$ cat src/rtl/dma_seq_pkg.sv
package dma_seq_pkg;

  localparam int MODE_W    = 4;
  localparam int MODE_AUTO = 2;
  localparam int MODE_DEC  = 3;

  typedef enum logic [1:0] {
    XF_VERIFY   = 2'b00,
    XF_TO_MEM   = 2'b01,
    XF_FROM_MEM = 2'b10,
    XF_BAD      = 2'b11
  } xfer_e;

  function automatic xfer_e mode_xfer(input logic [MODE_W-1:0] m);
    return xfer_e'(m[1:0]);
  endfunction

endpackage

$ cat src/rtl/dma_chan_state.sv
module dma_chan_state
  import dma_seq_pkg::*;
#(
  parameter int AW = 16,
  parameter int PW = 8
) (
  input  logic              clk_i,
  input  logic              rst_ni,
  input  logic              load_i,
  input  logic [AW-1:0]     addr_i,
  input  logic [AW-1:0]     count_i,
  input  logic [PW-1:0]     page_i,
  input  logic [MODE_W-1:0] mode_i,
  input  logic              dreq_i,
  input  logic              dreq_ok_i,
  input  logic              sw_req_i,
  input  logic              tc_clr_i,
  input  logic              step_i,
  input  logic              drop_i,
  output logic [AW-1:0]     cur_addr_o,
  output logic [AW-1:0]     cur_count_o,
  output logic [PW-1:0]     page_o,
  output logic [MODE_W-1:0] mode_o,
  output logic              pend_o,
  output logic              req_o,
  output logic              tc_o
);

  logic [AW-1:0] base_addr_q, base_count_q;
  logic          last_w, fin_w, clr_w;

  assign last_w = (cur_count_o == '0);
  assign fin_w  = step_i && last_w;
  assign clr_w  = fin_w || drop_i;

  always_ff @(posedge clk_i or negedge rst_ni) begin
    if (!rst_ni) begin
      base_addr_q  <= '0;
      base_count_q <= '0;
      cur_addr_o   <= '0;
      cur_count_o  <= '0;
      page_o       <= '0;
      mode_o       <= '0;
    end else if (load_i) begin
      base_addr_q  <= addr_i;
      base_count_q <= count_i;
      cur_addr_o   <= addr_i;
      cur_count_o  <= count_i;
      page_o       <= page_i;
      mode_o       <= mode_i;
    end else if (step_i) begin
      if (last_w && mode_o[MODE_AUTO]) begin
        cur_addr_o  <= base_addr_q;
        cur_count_o <= base_count_q;
      end else begin
        cur_addr_o  <= mode_o[MODE_DEC] ? cur_addr_o - 1'b1 : cur_addr_o + 1'b1;
        cur_count_o <= cur_count_o - 1'b1;
      end
    end
  end

  // new requests win over a same-cycle clear
  always_ff @(posedge clk_i or negedge rst_ni) begin
    if (!rst_ni) begin
      pend_o <= 1'b0;
      req_o  <= 1'b0;
      tc_o   <= 1'b0;
    end else begin
      pend_o <= (pend_o && !clr_w) || (dreq_i && dreq_ok_i);
      req_o  <= (req_o && !clr_w) || sw_req_i;
      tc_o   <= (tc_o && !tc_clr_i) || fin_w;
    end
  end

endmodule

$ cat src/rtl/dma_prio_pick.sv
module dma_prio_pick #(
  parameter int N  = 4,
  localparam int IW = (N > 1) ? $clog2(N) : 1
) (
  input  logic [N-1:0]  need_i,
  output logic [N-1:0]  sel_oh_o,
  output logic [IW-1:0] sel_idx_o,
  output logic          any_o
);

  // lowest index wins
  always_comb begin
    sel_oh_o  = '0;
    sel_idx_o = '0;
    for (int i = N - 1; i >= 0; i--) begin
      if (need_i[i]) begin
        sel_oh_o  = '0;
        sel_oh_o[i] = 1'b1;
        sel_idx_o = IW'(i);
      end
    end
  end

  assign any_o = |need_i;

endmodule

$ cat src/rtl/dma_addr_form.sv
module dma_addr_form #(
  parameter int  AW     = 16,
  parameter int  PW     = 8,
  parameter bit  WIDE16 = 1'b0,
  localparam int OW     = PW + AW
) (
  input  logic [PW-1:0] page_i,
  input  logic [AW-1:0] addr_i,
  output logic [OW-1:0] phys_o
);

  generate
    if (WIDE16) begin : g_word
      // lowest page bit is replaced by the shifted address top bit
      assign phys_o = ({page_i, {AW{1'b0}}} & ~(OW'(1) << AW)) | (OW'(addr_i) << 1);
    end else begin : g_byte
      assign phys_o = {page_i, addr_i};
    end
  endgenerate

endmodule

$ cat src/rtl/dma_xfer_seq.sv
module dma_xfer_seq
  import dma_seq_pkg::*;
#(
  parameter int  N_CH         = 4,
  parameter int  AW           = 16,
  parameter int  PW           = 8,
  parameter int  DW           = 8,
  parameter bit  WIDE16       = 1'b0,
  parameter bit  IS_SECONDARY = 1'b0,
  localparam int CW           = (N_CH > 1) ? $clog2(N_CH) : 1,
  localparam int OW           = PW + AW
) (
  input  logic              clk_i,
  input  logic              rst_ni,
  input  logic              bus_grant_i,
  input  logic              ctrl_dis_i,
  input  logic              cascade_en_i,
  input  logic [N_CH-1:0]   dreq_i,
  input  logic [N_CH-1:0]   sw_req_i,
  input  logic [N_CH-1:0]   mask_i,
  input  logic              tc_clr_i,
  input  logic              cfg_we_i,
  input  logic [CW-1:0]     cfg_ch_i,
  input  logic [AW-1:0]     cfg_addr_i,
  input  logic [AW-1:0]     cfg_count_i,
  input  logic [PW-1:0]     cfg_page_i,
  input  logic [MODE_W-1:0] cfg_mode_i,
  input  logic [DW-1:0]     data_i,
  input  logic [CW-1:0]     rd_ch_i,
  output logic [OW-1:0]     mem_addr_o,
  output logic              mem_stb_o,
  output logic              mem_wr_o,
  output logic [N_CH-1:0]   ack_o,
  output logic [N_CH-1:0]   tc_o,
  output logic [N_CH-1:0]   pend_o,
  output logic [N_CH-1:0]   req_o,
  output logic [DW-1:0]     temp_o,
  output logic [AW-1:0]     rd_addr_o,
  output logic [AW-1:0]     rd_count_o
);

  logic [AW-1:0]     cur_addr  [N_CH];
  logic [AW-1:0]     cur_count [N_CH];
  logic [PW-1:0]     page      [N_CH];
  logic [MODE_W-1:0] mode      [N_CH];

  logic [N_CH-1:0] need_w, sel_oh_w, step_w, drop_w;
  logic [CW-1:0]   sel_idx_w;
  logic            any_w, go_w, serve_en_w, dreq_ok_w;
  xfer_e           sel_xf_w;
  logic [OW-1:0]   phys_w;

  assign dreq_ok_w  = !ctrl_dis_i;
  assign serve_en_w = !ctrl_dis_i && (!IS_SECONDARY || cascade_en_i);

  generate
    for (genvar c = 0; c < N_CH; c++) begin : g_ch
      dma_chan_state #(.AW(AW), .PW(PW)) u_state (
        .clk_i       (clk_i),
        .rst_ni      (rst_ni),
        .load_i      (cfg_we_i && (cfg_ch_i == CW'(c))),
        .addr_i      (cfg_addr_i),
        .count_i     (cfg_count_i),
        .page_i      (cfg_page_i),
        .mode_i      (cfg_mode_i),
        .dreq_i      (dreq_i[c]),
        .dreq_ok_i   (dreq_ok_w),
        .sw_req_i    (sw_req_i[c]),
        .tc_clr_i    (tc_clr_i),
        .step_i      (step_w[c]),
        .drop_i      (drop_w[c]),
        .cur_addr_o  (cur_addr[c]),
        .cur_count_o (cur_count[c]),
        .page_o      (page[c]),
        .mode_o      (mode[c]),
        .pend_o      (pend_o[c]),
        .req_o       (req_o[c]),
        .tc_o        (tc_o[c])
      );

      assign need_w[c] = serve_en_w && (req_o[c] || (pend_o[c] && !mask_i[c]));
      assign step_w[c] = go_w && sel_oh_w[c] && (sel_xf_w != XF_BAD);
      assign drop_w[c] = go_w && sel_oh_w[c] && (sel_xf_w == XF_BAD);
    end
  endgenerate

  dma_prio_pick #(.N(N_CH)) u_pick (
    .need_i    (need_w),
    .sel_oh_o  (sel_oh_w),
    .sel_idx_o (sel_idx_w),
    .any_o     (any_w)
  );

  assign go_w     = bus_grant_i && any_w;
  assign sel_xf_w = mode_xfer(mode[sel_idx_w]);

  dma_addr_form #(.AW(AW), .PW(PW), .WIDE16(WIDE16)) u_form (
    .page_i (page[sel_idx_w]),
    .addr_i (cur_addr[sel_idx_w]),
    .phys_o (phys_w)
  );

  always_ff @(posedge clk_i or negedge rst_ni) begin
    if (!rst_ni) begin
      mem_addr_o <= '0;
      mem_stb_o  <= 1'b0;
      mem_wr_o   <= 1'b0;
      ack_o      <= '0;
    end else begin
      mem_addr_o <= (go_w && sel_xf_w != XF_BAD) ? phys_w : '0;
      mem_stb_o  <= go_w && (sel_xf_w == XF_TO_MEM || sel_xf_w == XF_FROM_MEM);
      mem_wr_o   <= go_w && (sel_xf_w == XF_TO_MEM);
      ack_o      <= step_w;
    end
  end

  always_ff @(posedge clk_i or negedge rst_ni) begin
    if (!rst_ni) temp_o <= '0;
    else if (mem_stb_o) temp_o <= data_i;
  end

  assign rd_addr_o  = cur_addr[rd_ch_i];
  assign rd_count_o = cur_count[rd_ch_i];

endmodule

$ cat config.mk
export PLATFORM = sky130hd
export DESIGN_NAME = dma_xfer_seq
export DESIGN_NICKNAME = d
export VERILOG_FILES = /design/src/rtl/dma_seq_pkg.sv /design/src/rtl/dma_chan_state.sv /design/src/rtl/dma_prio_pick.sv /design/src/rtl/dma_addr_form.sv /design/src/rtl/dma_xfer_seq.sv
export SDC_FILE = /design/constraint.sdc
export NUM_CORES = 1
export LEC_CHECK = 0
export ABC_CLOCK_PERIOD_IN_PS = 10200
export BUFFER_PORTS_ARGS = -buffer_cell sky130_fd_sc_hd__clkbuf_2
export CORE_MARGIN = 4
export CORE_UTILIZATION = 50
export CTS_BUF_LIST = sky130_fd_sc_hd__clkbuf_16
export CTS_CLUSTER_SIZE = 20
export DETAILED_ROUTE_END_ITERATION = 7
export GPL_TIMING_DRIVEN = 0
export PLACE_DENSITY = 0.68
export SYNTH_ARGS = -nofsm -noshare
export SYNTH_HDL_FRONTEND = slang
export SYNTH_HIERARCHICAL = 1
export SYNTH_SLANG_ARGS = --single-unit
$ cat constraint.sdc
create_clock -name clk_i -period 10.2 [get_ports clk_i]
set_clock_uncertainty 0.2 [all_clocks]
set_input_delay 0 -clock clk_i [delete_from_list [all_inputs] [get_ports clk_i]]
set_output_delay 0 -clock clk_i [all_outputs]
set_load 0.01 [all_outputs]
==> run_summary.xml, run 1 <==
<?xml version="1.0" encoding="UTF-8"?>
<metrics>
  <group name="outcome">
    <metric name="status" unit="">finished clean</metric>
  </group>
  <group name="die">
    <metric name="start_util" unit="%">50.7</metric>
    <metric name="die_w" unit="um">212</metric>
    <metric name="die_area" unit="mm2">0.0448</metric>
    <metric name="core_area" unit="mm2">0.0409</metric>
    <metric name="chipHeight" unit="um">212</metric>
    <metric name="num_rows" unit="">74</metric>
    <metric name="boundaryPins" unit="">157</metric>
  </group>
  <group name="power">
    <metric name="power.density" unit="mW/mm2">233</metric>
    <metric name="power_leakage" unit="uW">0.0109</metric>
    <metric name="max-vdd-ir-drop" unit="V">0.000117</metric>
  </group>
  <group name="cells_and_area">
    <metric name="stdcell_area" unit="mm2">0.0245</metric>
    <metric name="antenna_cells" unit="">0</metric>
    <metric name="final_nets" unit="">2494</metric>
    <metric name="area_growth_from_synthesis_to_final_layout" unit="%">18.1</metric>
    <metric name="layout-drive-gt1-share" unit="%">19.5</metric>
  </group>
  <group name="synthesis">
    <metric name="ys.flop_type" unit="">dfrtp_1</metric>
    <metric name="xor_xnor_fraction_of_synth_area" unit="%">2.87</metric>
    <metric name="post_synth_design_cell_area" unit="mm2">0.0207</metric>
    <metric name="yosys.area.top_type" unit="">dfrtp_1</metric>
    <metric name="post_synth_inst_count" unit="">2063</metric>
    <metric name="post-synth-top-count-cell" unit="">dfrtp_1</metric>
    <metric name="fraction_of_the_mapped_netlist_area_in_simple_logic_gates" unit="%">13.4</metric>
    <metric name="synth-seq-area-share" unit="%">42.7</metric>
    <metric name="share_of_synthesized_area_spent_on_multiplexers" unit="%">12.1</metric>
    <metric name="yosys-top-cells-area" unit="">dfrtp_1, mux4_2, mux2_2, o21ai_0, ha_1</metric>
    <metric name="yosys_warnings" unit="">6</metric>
    <metric name="postSynthAreaPerCell" unit="um2">10.0</metric>
    <metric name="synthTopCellsByCount" unit="">dfrtp_1, nand2_1, o21ai_0, a21oi_1, inv_1</metric>
    <metric name="ys_types" unit="">79</metric>
    <metric name="yosysTopAreaCellShare" unit="%">42.7</metric>
    <metric name="asyncSetResetFlopFracSynth" unit="%">100</metric>
    <metric name="synth_enable_flop_cells" unit="">0</metric>
    <metric name="synth-seq-cells" unit="">354</metric>
    <metric name="synthesis.nets" unit="">2209</metric>
    <metric name="synth_compound_area_share" unit="%">18.2</metric>
    <metric name="synth_top_family_by_area" unit="">compound AO/OA/AOI/OAI gates</metric>
    <metric name="synth-adder-area-share" unit="%">4.43</metric>
  </group>
  <group name="critical_path">
    <metric name="worst_path_class_setup" unit="">reg -&gt; reg</metric>
    <metric name="cp_max_fo" unit="">10</metric>
    <metric name="timing.critical_path.from_type" unit="">flip-flop</metric>
    <metric name="critical_path_arrival" unit="ns">6.40</metric>
    <metric name="end_kind" unit="">flip-flop</metric>
    <metric name="timing.critical_path.required" unit="ns">10.45</metric>
  </group>
  <group name="place">
    <metric name="place_congestion" unit="">0.958</metric>
    <metric name="placed_cell_area" unit="mm2">0.0223</metric>
    <metric name="detailed_place_hpwl" unit="mm">52.3</metric>
    <metric name="place.port_buffers" unit="">154</metric>
  </group>
  <group name="clocking">
    <metric name="post-cts-setup-buffer-count" unit="">0</metric>
    <metric name="clock_latency_reported_for_the_late_side_of_the_worst_skew_pair" unit="ns">0.58</metric>
    <metric name="ctsLongestPathBuffers" unit="">3</metric>
    <metric name="cts_sinks" unit="">354</metric>
    <metric name="cell_at_the_root_of_the_clock_tree" unit="">clkbuf_16</metric>
    <metric name="cts_resized" unit="">0</metric>
    <metric name="htree_num_levels" unit="">2</metric>
    <metric name="cts.reportedPaths.clkPinSlew" unit="ns">0.06</metric>
    <metric name="clock_tree_from_tritoncts" unit="">built</metric>
    <metric name="number_of_clock_buffers_inserted_by_tritoncts" unit="">41</metric>
  </group>
  <group name="sta">
    <metric name="final_hold_viol_count" unit="">0</metric>
    <metric name="timing.final.setup_violations" unit="">0</metric>
    <metric name="final_min_period_over_clock_period" unit="%">60.3</metric>
    <metric name="relSlewSlack" unit="%">27.8</metric>
    <metric name="finalMaxSlewViolations" unit="">0</metric>
    <metric name="least_margin_pin_slew" unit="ns">1.08</metric>
    <metric name="setup_repair_after_global_routing_missed_its_margin" unit="">false</metric>
    <metric name="fmax" unit="MHz">163</metric>
    <metric name="setup_tns" unit="ns">0</metric>
    <metric name="layout_min_cycle_time" unit="ns">6.15</metric>
  </group>
  <group name="grt">
    <metric name="grt_start_max_net_pins" unit="">117</metric>
    <metric name="groute.usage.overall" unit="%">31.0</metric>
    <metric name="grt_pass1_vias" unit="">17994</metric>
    <metric name="globalRouteOverflowTotal" unit="">0</metric>
    <metric name="grt_pass1_wl" unit="mm">106</metric>
    <metric name="initial_antenna_violation_count" unit="">1</metric>
  </group>
  <group name="drt">
    <metric name="route.vias.total" unit="">18151</metric>
    <metric name="drt_iter0_drc" unit="">1768</metric>
    <metric name="routed_wl" unit="mm">70.4</metric>
    <metric name="detail-route-antenna-nets" unit="">0</metric>
    <metric name="drt-vias-per-instance" unit="">6.24</metric>
    <metric name="detail_route.wl_per_cell" unit="um">24.2</metric>
    <metric name="drtPass1Iterations" unit="">5</metric>
    <metric name="drc" unit="">0</metric>
  </group>
  <group name="run">
    <metric name="drv.max_cap_violation_count" unit="">0</metric>
  </group>
  <group name="hold_path">
    <metric name="hp-class" unit="">in -&gt; reg</metric>
  </group>
</metrics>
[final cells by class]
class                           instances  area [um2]
Inverter                              119         447
Clock inverter                         32         298
Buffer                                141         838
Tap cell                              532         666
Clock buffer                           42        1050
Multi-Input combinational cell       1449       10600
Timing Repair Buffer                  242        1730
Fill cell                            3537       16400
Sequential cell                       354        8860
[routing by layer]
metal  GRT usage [%]  vias to the layer above  share of wire [%]
met5               0                        -              0.018
met2            49.6                      872                 46
li1                -                     8066                  -
met1            42.7                     9045                 40
met3            6.05                      166                9.5
met4            10.8                        2                3.7
[power breakdown]
| part | internal (uW) | switching [uW] | total [uW] |
|---|---|---|---|
| Sequential | 1710 | 386 | 2100 |
| Combinational | 988 | 1120 | 2110 |
| Clock | 877 | 619 | 1500 |
| Total | 3580 | 2130 | 5710 |
[cells by family after synthesis]
family                     after synthesis
DFF                                    354
AOI/OAI and AO/OA                      599
adders and majority gates               71
muxes                                  164
buffers and inverters                  260
and+or+nand+nor                        547
xor gates and xnor gates                68
[stage by stage]
| step | worst slack, ns | utilization (%) | instances | power, uW | hold slack, ns |
|---|---|---|---|---|---|
| after detailed placement | 5.14 | 54.4 | 2752 | 4140 | -0.216 |
| final | 4.05 | 59.8 | 2911 | 5710 | 0.00815 |
| after global routing | 3.86 | 59.8 | 2911 | 6030 | 0.0216 |
| after global placement | 1.13 | 54.2 | 2749 | 4090 | -0.0166 |
| after CTS | 4.20 | 59.8 | 2911 | 5680 | 0.00292 |
| after floorplan | 6.51 | - | 2063 | 3470 | -0.496 |
[final timing paths]
kind                                           startpoint                        endpoint  slack, ns  cells past startpoint
worst max-delay path               g_ch[1].u_state/pend_o          g_ch[2].u_state/pend_o       4.05                     15
worst min register to register  g_ch[3].u_state/page_o[1]       g_ch[3].u_state/page_o[1]       0.30                      1
min in group asynchronous                          rst_ni  g_ch[1].u_state/cur_count_o[9]       0.33                      4
worst max register to register     g_ch[1].u_state/pend_o          g_ch[2].u_state/pend_o       4.05                     15
worst min-delay path                            data_i[1]                       temp_o[1]      0.008                      3
max in group asynchronous                          rst_ni       g_ch[2].u_state/page_o[6]       8.41                      5
[registers in the layout, summed over array words and instances, names as in the netlist]
name	count
ack_o	4
g_ch.u_state/base_addr_q	64
g_ch.u_state/base_count_q	64
g_ch.u_state/cur_addr_o	64
g_ch.u_state/cur_count_o	64
g_ch.u_state/mode_o	16
g_ch.u_state/page_o	32
g_ch.u_state/pend_o	4
g_ch.u_state/req_o	4
g_ch.u_state/tc_o	4
mem_addr_o	24
mem_stb_o	1
mem_wr_o	1
temp_o	8
[critical path: stages, from the launching register on]
cell	delay (ns)
dfrtp_1	0.37
nor2b_1	0.15
o21a_1	0.22
dlygate4sd3_1	0.59
inv_1	0.05
a21oi_1	0.18
buf_6	0.23
buf_12	0.18
mux4_2	0.60
ha_1	0.27
nor3b_1	0.79
clkbuf_1	0.42
clkbuf_1	0.48
a31oi_1	0.44
a22o_1	0.30
dlygate4sd3_1	0.55
[timing repair]
item                                    CTS  global route
hold buffers                             85             0
endpoints found under the setup margin    0             0
hold endpoints to repair                469             0
[cells in the final DEF (no fill, tap or decap), types with 10 or more instances in the layout]
cell	count
mux2_2	98
xnor2_1	38
nand3_1	38
nor3_1	47
o211ai_1	32
a211oi_1	12
buf_6	12
clkbuf_2	154
buf_2	16
nor2_1	98
o21ai_1	28
clkbuf_1	70
mux4_2	53
o31ai_1	10
or4_1	11
o221ai_1	26
o21ai_0	196
clkbuf_16	42
xor2_1	30
a21oi_1	131
clkinv_1	13
buf_4	31
a31oi_1	22
inv_1	121
and3_1	14
a221o_1	18
nand2_1	204
dfrtp_1	354
dlygate4sd3_1	84
nand2b_1	17
nor2b_1	16
ha_1	67
and2_1	29
a21o_1	40
a22oi_1	16
No activity file was read; power rests on OpenSTA's default activity.
==> run 2, diff against run 1 <==
- ABC_AREA: not set -> 1
- ABC_CLOCK_PERIOD_IN_PS: 10200 -> 6200
- clock period: 10.2 -> 6.2 ns (I/O delays scaled with it)
==> run_summary.xml, run 2 <==
<?xml version="1.0" encoding="UTF-8"?>
<metrics>
  <group name="outcome">
    <metric name="status" unit="">finished clean</metric>
  </group>
  <group name="cells_and_area">
    <metric name="area_growth_from_synthesis_to_final_layout" unit="%">16.9</metric>
    <metric name="final-seq-area" unit="mm2">0.00886</metric>
    <metric name="layout-drive-gt1-share" unit="%">13.5</metric>
    <metric name="nFillCells" unit="">4316</metric>
    <metric name="postLayoutCoreUtil" unit="%">59.6</metric>
    <metric name="layout_common_cells" unit="">nand2_1, inv_1, dfrtp_1, nand3_1, nor2_1</metric>
    <metric name="area_occupied_by_multi_input_gates" unit="mm2">0.0119</metric>
    <metric name="most_common_cell_after_layout_fill_and_taps_aside" unit="">nand2_1</metric>
    <metric name="final_nets" unit="">3767</metric>
  </group>
  <group name="critical_path">
    <metric name="critical_path.slowest_cell" unit="">nor3_1</metric>
    <metric name="cp_max_fo" unit="">10</metric>
    <metric name="slowest_delay" unit="ns">1.08</metric>
    <metric name="timing.rr.start" unit="">g_ch[3].u_state/pend_o</metric>
    <metric name="timing.critical_path.required" unit="ns">6.46</metric>
    <metric name="end_kind" unit="">flip-flop</metric>
    <metric name="reg2reg_slack" unit="ns">1.39</metric>
    <metric name="regToRegEndpoint" unit="">g_ch[1].u_state/pend_o</metric>
    <metric name="timing.critical_path.from_type" unit="">flip-flop</metric>
    <metric name="worstPathCellList" unit="">a21oi_1 -&gt; nor2_1 -&gt; nand3_1 -&gt; nand2_1 -&gt; buf_4 -&gt; inv_4 -&gt; buf_6 -&gt; nand2_1 -&gt; nand3_1 -&gt; nand2_1 -&gt; ha_1 -&gt; nor3_1 -&gt; nand3_1 -&gt; a32o_1 -&gt; dlygate4sd3_1</metric>
    <metric name="worst_path_class_setup" unit="">reg -&gt; reg</metric>
    <metric name="critical_path_arrival" unit="ns">5.07</metric>
    <metric name="rr_worst_depth" unit="">15</metric>
  </group>
  <group name="drt">
    <metric name="drc" unit="">0</metric>
    <metric name="detail_route.wl_per_cell" unit="um">20.7</metric>
    <metric name="drt_iter0_drc" unit="">2045</metric>
    <metric name="routed_wl" unit="mm">87.9</metric>
    <metric name="drt-vias-per-instance" unit="">5.47</metric>
    <metric name="drtPass1Iterations" unit="">6</metric>
    <metric name="detail-route-antenna-nets" unit="">0</metric>
    <metric name="route.vias.total" unit="">23248</metric>
  </group>
  <group name="die">
    <metric name="boundaryPins" unit="">157</metric>
    <metric name="chipHeight" unit="um">224</metric>
    <metric name="num_rows" unit="">78</metric>
    <metric name="die_area" unit="mm2">0.0502</metric>
    <metric name="core_area" unit="mm2">0.0458</metric>
    <metric name="die_w" unit="um">224</metric>
    <metric name="start_util" unit="%">51.0</metric>
  </group>
  <group name="run">
    <metric name="drv.max_cap_violation_count" unit="">0</metric>
  </group>
  <group name="place">
    <metric name="place.port_buffers" unit="">154</metric>
    <metric name="detailed_place_hpwl" unit="mm">67.2</metric>
    <metric name="place_congestion" unit="">0.973</metric>
  </group>
  <group name="power">
    <metric name="p_seq_share" unit="%">33.9</metric>
    <metric name="power.density" unit="mW/mm2">371</metric>
    <metric name="power.share.combinational" unit="%">41.7</metric>
    <metric name="power_leakage" unit="uW">0.0150</metric>
    <metric name="clkPwrFrac" unit="%">24.4</metric>
    <metric name="max-vdd-ir-drop" unit="V">0.000268</metric>
    <metric name="p_switching" unit="uW">4340</metric>
    <metric name="cell_internal_pwr" unit="uW">5770</metric>
    <metric name="sw_frac_of_total" unit="%">42.9</metric>
  </group>
  <group name="sta">
    <metric name="final_min_period_over_clock_period" unit="%">77.7</metric>
    <metric name="finalMaxSlewViolations" unit="">0</metric>
    <metric name="final_hold_viol_count" unit="">0</metric>
    <metric name="relSlewSlack" unit="%">9.46</metric>
    <metric name="fmax" unit="MHz">208</metric>
    <metric name="setup_repair_after_global_routing_missed_its_margin" unit="">false</metric>
    <metric name="layout_min_cycle_time" unit="ns">4.81</metric>
    <metric name="finalHoldWorstSlack" unit="ns">0.0497</metric>
    <metric name="timing.final.setup_violations" unit="">0</metric>
    <metric name="least_margin_pin_slew" unit="ns">1.35</metric>
  </group>
  <group name="clocking">
    <metric name="number_of_clock_buffers_inserted_by_tritoncts" unit="">42</metric>
    <metric name="cts.reportedPaths.clkPinSlew" unit="ns">0.06</metric>
    <metric name="ctsLongestPathBuffers" unit="">3</metric>
    <metric name="cts_hold_repair.buffers" unit="">97</metric>
    <metric name="clock_tree_from_tritoncts" unit="">built</metric>
    <metric name="cts_sinks" unit="">354</metric>
    <metric name="clock_latency_reported_for_the_late_side_of_the_worst_skew_pair" unit="ns">0.59</metric>
    <metric name="htree_num_levels" unit="">2</metric>
    <metric name="cell_at_the_root_of_the_clock_tree" unit="">clkbuf_16</metric>
    <metric name="cts_resized" unit="">0</metric>
    <metric name="post-cts-setup-buffer-count" unit="">0</metric>
  </group>
  <group name="grt">
    <metric name="grt_pass1_vias" unit="">22513</metric>
    <metric name="globalRouteOverflowTotal" unit="">0</metric>
    <metric name="grt_pass1_wl" unit="mm">133</metric>
    <metric name="grt_start_max_net_pins" unit="">110</metric>
    <metric name="initial_antenna_violation_count" unit="">3</metric>
    <metric name="groute.usage.overall" unit="%">34.3</metric>
  </group>
  <group name="synthesis">
    <metric name="post_synth_design_cell_area" unit="mm2">0.0233</metric>
    <metric name="synthesis.nets" unit="">3469</metric>
    <metric name="synth-seq-area-share" unit="%">37.9</metric>
    <metric name="synth_enable_flop_cells" unit="">0</metric>
    <metric name="ys.flop_type" unit="">dfrtp_1</metric>
    <metric name="yosys_warnings" unit="">6</metric>
    <metric name="yosysTopAreaCellShare" unit="%">37.9</metric>
    <metric name="asyncSetResetFlopFracSynth" unit="%">100</metric>
    <metric name="synth-seq-cells" unit="">354</metric>
    <metric name="postSynthAreaPerCell" unit="um2">7.03</metric>
    <metric name="yosys-top-cells-area" unit="">dfrtp_1, nand2_1, inv_1, nand3_1, ha_1</metric>
    <metric name="yosys.area.top_type" unit="">dfrtp_1</metric>
    <metric name="post-synth-top-count-cell" unit="">nand2_1</metric>
    <metric name="ys_types" unit="">48</metric>
    <metric name="synthTopCellsByCount" unit="">nand2_1, inv_1, dfrtp_1, nand3_1, nor2_1</metric>
    <metric name="post_synth_inst_count" unit="">3323</metric>
  </group>
  <group name="hold_path">
    <metric name="hp-start" unit="">cfg_mode_i[1]</metric>
    <metric name="instance_count_along_the_most_critical_hold_path" unit="">4</metric>
    <metric name="hp-class" unit="">in -&gt; reg</metric>
    <metric name="worstHoldEndpoint" unit="">g_ch[1].u_state/mode_o[1]</metric>
  </group>
</metrics>
[run 2: worst max-delay path by stage]
stage                           start                              end  slack (ns)  cells after the start
6_report       g_ch[3].u_state/pend_o           g_ch[1].u_state/pend_o        1.39                     15
4_1_cts        g_ch[1].u_state/pend_o           g_ch[2].u_state/pend_o        1.57                     15
3_3_place_gp                   rst_ni  g_ch[2].u_state/base_addr_q[12]       -3.04                      1
3_5_place_dp   g_ch[1].u_state/pend_o  g_ch[1].u_state/cur_count_o[14]        1.83                     17
5_1_grt        g_ch[0].u_state/pend_o           g_ch[2].u_state/pend_o        1.21                     15
2_1_floorplan  g_ch[0].u_state/pend_o   g_ch[0].u_state/cur_count_o[1]        3.21                     17
[run 2: kinds of logic (layout without fill, tap and decap cells)]
kind of cell	count (synthesis)	count (layout)	synth area share, %
adder cells (fa/ha/maj)	71	71	3.93
AO/OA/AOI/OAI	380	380	10.3
buffers and inverters	594	922	11.3
AND/OR/NAND/NOR	1862	1862	34.2
other	0	1	0
XOR/XNOR	62	62	2.33
flip-flops	354	354	37.9
[run 2: cell type report]
type | instances | area share, %
multi-input cells | 2375 | 43.5
inverters | 456 | 6.33
diodes | 1 | 0.00917
clock inverters | 31 | 0.935
plain buffers | 138 | 3.35
repair buffers | 254 | 6.78
clock buffers | 43 | 3.94
well taps | 600 | 2.75
flip-flops and latches | 354 | 32.5
[run 2: worst max-delay path: cells and delay by family (launching register included)]
kind	cells	cell delay (ns)
buffers and inverters	4	1.04
adder cells (fa/ha/maj)	1	0.27
AO/OA/AOI/OAI	2	0.62
AND/OR/NAND/NOR	8	2.13
flip-flops	1	0.41
[run 2: per-layer routing]
metal / global-route usage, % / up-vias / wire length, um
li1: - / 10990 / -
met1: 44.7 / 11104 / 36200
met2: 56.4 / 933 / 40400
met3: 7.18 / 219 / 7260
met4: 13.6 / 2 / 3940
met5: 0 / - / 17
[run 2: power groups by stage]
stage / combinational [uW] / sequential, uW / clock [uW]
global route: 4690 / 3490 / 2610
finish: 4220 / 3430 / 2470
floorplan: 2930 / 3260 / 0
global placement: 4000 / 3440 / 0
CTS: 4140 / 3420 / 2500
detailed placement: 4070 / 3450 / 0
[run 2: stage by stage]
stage	instance area (um2)	total power, uW	std cells	setup TNS, ns	setup WS (ns)
after floorplan	23300	6200	3323	0	3.21
after global routing	27300	10800	4251	0	1.21
after detailed placement	25000	7520	4080	0	1.83
final	27300	10100	4252	0	1.39
after CTS	27300	10100	4251	0	1.57
after global placement	24900	7440	4077	-1061.16	-3.04
